[src/rtl/vc_pkg.sv]
package vc_pkg;

    typedef enum logic [1:0] {
        VC_IDLE  = 2'd0,
        VC_WB    = 2'd1,
        VC_FETCH = 2'd2,
        VC_RESP  = 2'd3
    } vc_state_e;

    // Action chosen when a request is accepted.
    typedef struct packed {
        logic hit;
        logic store;
        logic writeback;
    } vc_action_t;

    function automatic int unsigned vc_wrap_inc(int unsigned v, int unsigned n);
        return (v + 1 >= n) ? 0 : v + 1;
    endfunction

endpackage

[src/rtl/vc_match.sv]
module vc_match #(
    parameter int ENTRIES = 4,
    parameter int ADDR_W  = 12,
    parameter int IDX_W   = 2
) (
    input  logic [ENTRIES-1:0][ADDR_W-1:0] tags,
    input  logic [ENTRIES-1:0]             valid,
    input  logic [ADDR_W-1:0]              addr,
    output logic [ENTRIES-1:0]             hit_vec,
    output logic                           hit,
    output logic [IDX_W-1:0]               hit_idx
);

    genvar g;
    generate
        for (g = 0; g < ENTRIES; g++) begin : g_cmp
            assign hit_vec[g] = valid[g] && (tags[g] == addr);
        end
    endgenerate

    assign hit = |hit_vec;

    always_comb begin
        hit_idx = '0;
        for (int i = 0; i < ENTRIES; i++) begin
            if (hit_vec[i]) hit_idx = IDX_W'(i);
        end
    end

endmodule

[src/rtl/vc_alloc.sv]
module vc_alloc #(
    parameter int ENTRIES = 4,
    parameter int IDX_W   = 2
) (
    input  logic               clk,
    input  logic               rst,
    input  logic [ENTRIES-1:0] valid,
    input  logic               advance,
    output logic [IDX_W-1:0]   slot,
    output logic               slot_live
);
    import vc_pkg::*;

    logic [IDX_W-1:0] ptr_q;
    logic [IDX_W-1:0] free_idx;
    logic             any_free;

    assign any_free = ~&valid;

    always_comb begin
        free_idx = '0;
        for (int i = ENTRIES - 1; i >= 0; i--) begin
            if (!valid[i]) free_idx = IDX_W'(i);
        end
    end

    assign slot      = any_free ? free_idx : ptr_q;
    assign slot_live = !any_free;

    always_ff @(posedge clk) begin
        if (rst) begin
            ptr_q <= '0;
        end else if (advance) begin
            ptr_q <= IDX_W'(vc_wrap_inc(int'(ptr_q), ENTRIES));
        end
    end

    // the pointer only moves when every slot holds a line
    assert_full_advance_R7: assert property (@(posedge clk) disable iff (rst)
        advance |-> &valid);

    // the pointer stays put when no full-buffer replacement happens
    assert_ptr_hold_R6: assert property (@(posedge clk) disable iff (rst)
        !advance |=> $stable(ptr_q));

endmodule

[src/rtl/vc_victim_buffer.sv]
module vc_victim_buffer #(
    parameter int ENTRIES = 4,
    parameter int ADDR_W  = 12,
    parameter int LINE_W  = 32
) (
    input  logic              clk,
    input  logic              rst,
    input  logic              req_valid,
    output logic              req_ready,
    input  logic [ADDR_W-1:0] req_addr,
    input  logic              evict_valid,
    input  logic [ADDR_W-1:0] evict_addr,
    input  logic [LINE_W-1:0] evict_data,
    input  logic              evict_dirty,
    output logic              rsp_valid,
    output logic              rsp_hit,
    output logic [LINE_W-1:0] rsp_data,
    output logic              rsp_dirty,
    output logic              mem_valid,
    input  logic              mem_ready,
    output logic              mem_write,
    output logic [ADDR_W-1:0] mem_addr,
    output logic [LINE_W-1:0] mem_wdata
);
    import vc_pkg::*;

    localparam int IDX_W = (ENTRIES > 1) ? $clog2(ENTRIES) : 1;

    logic [ENTRIES-1:0][ADDR_W-1:0] tag_q;
    logic [ENTRIES-1:0][LINE_W-1:0] data_q;
    logic [ENTRIES-1:0]             valid_q;
    logic [ENTRIES-1:0]             dirty_q;

    vc_state_e         state_q;
    logic [ADDR_W-1:0] fetch_addr_q;
    logic [ADDR_W-1:0] wb_addr_q;
    logic [LINE_W-1:0] wb_data_q;
    logic              rsp_hit_q;
    logic [LINE_W-1:0] rsp_data_q;
    logic              rsp_dirty_q;

    logic [ENTRIES-1:0] hit_vec;
    logic               hit;
    logic [IDX_W-1:0]   hit_idx;
    logic [IDX_W-1:0]   slot;
    logic               slot_live;
    logic               accept;
    vc_action_t         act;
    logic [IDX_W-1:0]   dst;

    vc_match #(.ENTRIES(ENTRIES), .ADDR_W(ADDR_W), .IDX_W(IDX_W)) u_match (
        .tags(tag_q), .valid(valid_q), .addr(req_addr),
        .hit_vec(hit_vec), .hit(hit), .hit_idx(hit_idx)
    );

    vc_alloc #(.ENTRIES(ENTRIES), .IDX_W(IDX_W)) u_alloc (
        .clk(clk), .rst(rst), .valid(valid_q),
        .advance(accept && !hit && evict_valid && slot_live),
        .slot(slot), .slot_live(slot_live)
    );

    assign req_ready = (state_q == VC_IDLE);
    assign accept    = req_valid && req_ready;

    always_comb begin
        act.hit       = hit;
        act.store     = evict_valid;
        act.writeback = !hit && evict_valid && valid_q[slot] && dirty_q[slot];
        dst           = hit ? hit_idx : slot;
    end

    always_ff @(posedge clk) begin
        if (rst) begin
            tag_q        <= '0;
            data_q       <= '0;
            valid_q      <= '0;
            dirty_q      <= '0;
            state_q      <= VC_IDLE;
            fetch_addr_q <= '0;
            wb_addr_q    <= '0;
            wb_data_q    <= '0;
            rsp_hit_q    <= 1'b0;
            rsp_data_q   <= '0;
            rsp_dirty_q  <= 1'b0;
        end else begin
            case (state_q)
                VC_IDLE: if (accept) begin
                    rsp_hit_q    <= act.hit;
                    rsp_data_q   <= act.hit ? data_q[hit_idx] : '0;
                    rsp_dirty_q  <= act.hit && dirty_q[hit_idx];
                    fetch_addr_q <= req_addr;
                    wb_addr_q    <= tag_q[slot];
                    wb_data_q    <= data_q[slot];
                    if (act.store) begin
                        tag_q[dst]   <= evict_addr;
                        data_q[dst]  <= evict_data;
                        dirty_q[dst] <= evict_dirty;
                        valid_q[dst] <= 1'b1;
                    end else if (act.hit) begin
                        valid_q[hit_idx] <= 1'b0;
                    end
                    if (act.hit)            state_q <= VC_RESP;
                    else if (act.writeback) state_q <= VC_WB;
                    else                    state_q <= VC_FETCH;
                end
                VC_WB:    if (mem_ready) state_q <= VC_FETCH;
                VC_FETCH: if (mem_ready) state_q <= VC_RESP;
                default:  state_q <= VC_IDLE;
            endcase
        end
    end

    assign rsp_valid = (state_q == VC_RESP);
    assign rsp_hit   = rsp_hit_q;
    assign rsp_data  = rsp_data_q;
    assign rsp_dirty = rsp_dirty_q;
    assign mem_valid = (state_q == VC_WB) || (state_q == VC_FETCH);
    assign mem_write = (state_q == VC_WB);
    assign mem_addr  = (state_q == VC_WB) ? wb_addr_q : fetch_addr_q;
    assign mem_wdata = wb_data_q;

    // stored line addresses never alias, so at most one comparator fires
    assert_single_match_R2: assert property (@(posedge clk) disable iff (rst)
        $onehot0(hit_vec));

    // an accepted hit answers next cycle without touching the lower level
    assert_hit_answer_R3: assert property (@(posedge clk) disable iff (rst)
        accept && hit |=> rsp_valid && rsp_hit && !mem_valid);

    // a pending lower-level transfer holds its fields until taken
    assert_mem_hold_R5: assert property (@(posedge clk) disable iff (rst)
        mem_valid && !mem_ready |=> mem_valid && $stable(mem_addr) && $stable(mem_write));

    // a taken request blocks the next one
    assert_busy_stall_R9: assert property (@(posedge clk) disable iff (rst)
        accept |=> !req_ready);

endmodule

[config.mk]
export PLATFORM = sky130hd
export DESIGN_NAME = vc_victim_buffer
export DESIGN_NICKNAME = d
export VERILOG_FILES = /design/src/rtl/vc_pkg.sv /design/src/rtl/vc_match.sv /design/src/rtl/vc_alloc.sv /design/src/rtl/vc_victim_buffer.sv
export SDC_FILE = /design/constraint.sdc
export NUM_CORES = 1
export LEC_CHECK = 0
export BUFFER_PORTS_ARGS = -buffer_cell sky130_fd_sc_hd__buf_2
export CAP_MARGIN = 5
export CORE_ASPECT_RATIO = 0.7
export CORE_MARGIN = 3
export CORE_UTILIZATION = 41
export CTS_CLUSTER_DIAMETER = 60
export DETAILED_ROUTE_END_ITERATION = 6
export GPL_ROUTABILITY_DRIVEN = 0
export SETUP_SLACK_MARGIN = 0.2
export SLEW_MARGIN = 5
export SYNTH_ARGS = -nofsm -noshare
export SYNTH_HDL_FRONTEND = slang
export SYNTH_HIERARCHICAL = 1
export SYNTH_SLANG_ARGS = --single-unit
[constraint.sdc]
create_clock -name clk -period 4.9 [get_ports clk]
set_input_delay 0.49 -clock clk [delete_from_list [all_inputs] [get_ports clk]]
set_output_delay 0.49 -clock clk [all_outputs]
set_load 0.01 [all_outputs]
==> run metrics <==
status=finished clean; Ys Warns=6; CP Cell Sequence=xnor2_1 > nand3_1 > or4_1 > nand4_1 > nor3b_1 > o21a_2 > buf_12 > nand2_1 > a21oi_1; RSZ-0062 raised after global routing=no; worst path bufs/invs=1; clk slew on worst S/H paths=0.06 ns; Syn Area/Cell=9.13 sq um; Finish-stage setup viols=0; Pleak=0.00488 uW; DR vias/cell=5.47; WHS=0.203 ns; clk_lat worst skew=0.56 ns; Tot Pwr=5350 uW; VDD IR max=0.243 mV; Fin Setup TNS=0 ns; Synth Cell Area=12500 sq um; Die H=152 microns; clk root buf=clkbuf_16; Hold Crit Class=primary input to flop; Die X=215 microns; fillcell total=2856; antenna violations before repair=2; PostCTS Resize Cnt=0; Hold Path Depth=3; r2r worst-path depth=9; Pwr Density=377 nW/um^2; largest net degree at the start of global routing=105; # clock sinks=278; DPL Wire Length=23300 microns; top sig layer=met5; CTS tree=done; share of layout cells above drive strength 1=21.5%; WP data required=5.36 ns; Arr. time, crit path=4.06 ns; setup bufs post-CTS=0; final WL=37400 microns; Worst Setup End Kind=flop; Slew Limit Headroom=24.7%; Worst Skew=0.0156 ns; WL met3=2890 microns; crit-path max FO=24; vias in the first global route=9963; CORE AREA=29500 sq um; Overflow after GRT=0; DR vias=10200; Initial DRC Count=743; # H-tree levels=1; clock buffer depth=3; Inst Count DP=1822; Critical-path top delay cell=o21a_2; Max stage delay on crit path=0.66 ns; hold-fix buffers at CTS=0; critical path type=flop to flop; Tcrit/Tclk final=73.4%; number of routed nets with antenna violations=0; crit-path leading delay family=simple AND/OR/NAND/NOR gates; filler-free cell count of the finished design=1870; die area=32600 sq um; I/O Buffers=143; minimum clock period=3.60 ns; TritonCTS buffer count=28; met2 WL=17000 microns; WP depth=9; DRC Markers=0; # IOs=144; first-pass GRT wire length=58400 microns; Net Count, Synth=1435; Max Slew Vio Count=0; P&R area growth vs syn=13.6%; Worst-Margin Slew=1.13 ns; gr usage total=22.3%; routed len/inst=20.0 microns; max frequency=278 MHz; First-pass DRT Iterations=5; Hold Vio Cnt, Final=0; starting density of the core=42.4%; DRT met1 WL=17000 microns; Row Count=52; maxcap violations=0; crit start category=flop; Nets=1514; R2R setup slack=1.30 ns; Cells after Synth=1368
-- registers in the layout, summed over array words and instances, names as in the netlist --
signal         cells
fetch_addr_q      12
data_q           128
wb_addr_q         12
state_q            2
rsp_data          32
tag_q             48
valid_q            4
rsp_hit            1
u_alloc/ptr_q      2
rsp_dirty          1
dirty_q            4
mem_wdata         32
-- power by group --
group	internal [uW]	switching, uW
registers	2350	62.1
logic	301	563
clock network	1180	893
total	3830	1520
-- stage by stage --
| stage | utilization [%] | worst slack [ns] | area [sq um] |
|---|---|---|---|
| floorplan | - | 2.13 | 12500 |
| finish | 48.2 | 1.30 | 14200 |
| detailed placement | 45.2 | 1.05 | 13300 |
| global route | 48.2 | 1.08 | 14200 |
| global placement | 45.2 | 1.09 | 13300 |
| CTS | 48.2 | 1.40 | 14200 |
-- metal layers --
metal	up-vias	GRT usage, %
li1	4850	-
met1	5006	31.8
met2	327	34.8
met3	42	5.33
met4	2	4.31
met5	-	0
-- worst min-delay path, stage by stage --
cell     delay (ns)
buf_2          0.12
nand2_1        0.05
a21oi_1        0.05
-- final timing paths --
path / from / endpoint
setup reg to reg: tag_q[1]$_SDFFE_PP0P_ / data_q[15]$_SDFFE_PP0P_
hold reg to reg: wb_addr_q[7]$_SDFFE_PP0P_ / wb_addr_q[7]$_SDFFE_PP0P_
setup / recovery: tag_q[1]$_SDFFE_PP0P_ / data_q[15]$_SDFFE_PP0P_
hold / removal: evict_data[2] / data_q[34]$_SDFFE_PP0P_
-- final cells by class --
cell class	count	area, sq um	area share, %
diodes	1	2.50	0.0176
well taps	405	507	3.57
multi-input cells	972	6300	44.4
flip-flops and latches	278	5570	39.2
repair buffers	163	937	6.60
inverters	4	16.3	0.115
clock buffers	44	852	6.00
clock inverters	3	18.8	0.132
-- placed cells by master, fill, tap and decap left out, drive strengths merged, types with 2 or more instances in the layout --
cell	n
a211oi	2
dfxtp	278
clkinv	4
o21a	3
clkbuf	45
nor3	3
a22o	33
and3b	2
nand4	9
ha	5
buf	162
nand2b	2
or4	5
mux2	12
nand3b	3
nand3	6
nand2	488
o21ai	5
nor3b	4
a21oi	241
nor2	8
and3	3
inv	3
mux4	78
xnor2	48
nor4b	2
No activity file was read; power rests on OpenSTA's default activity.
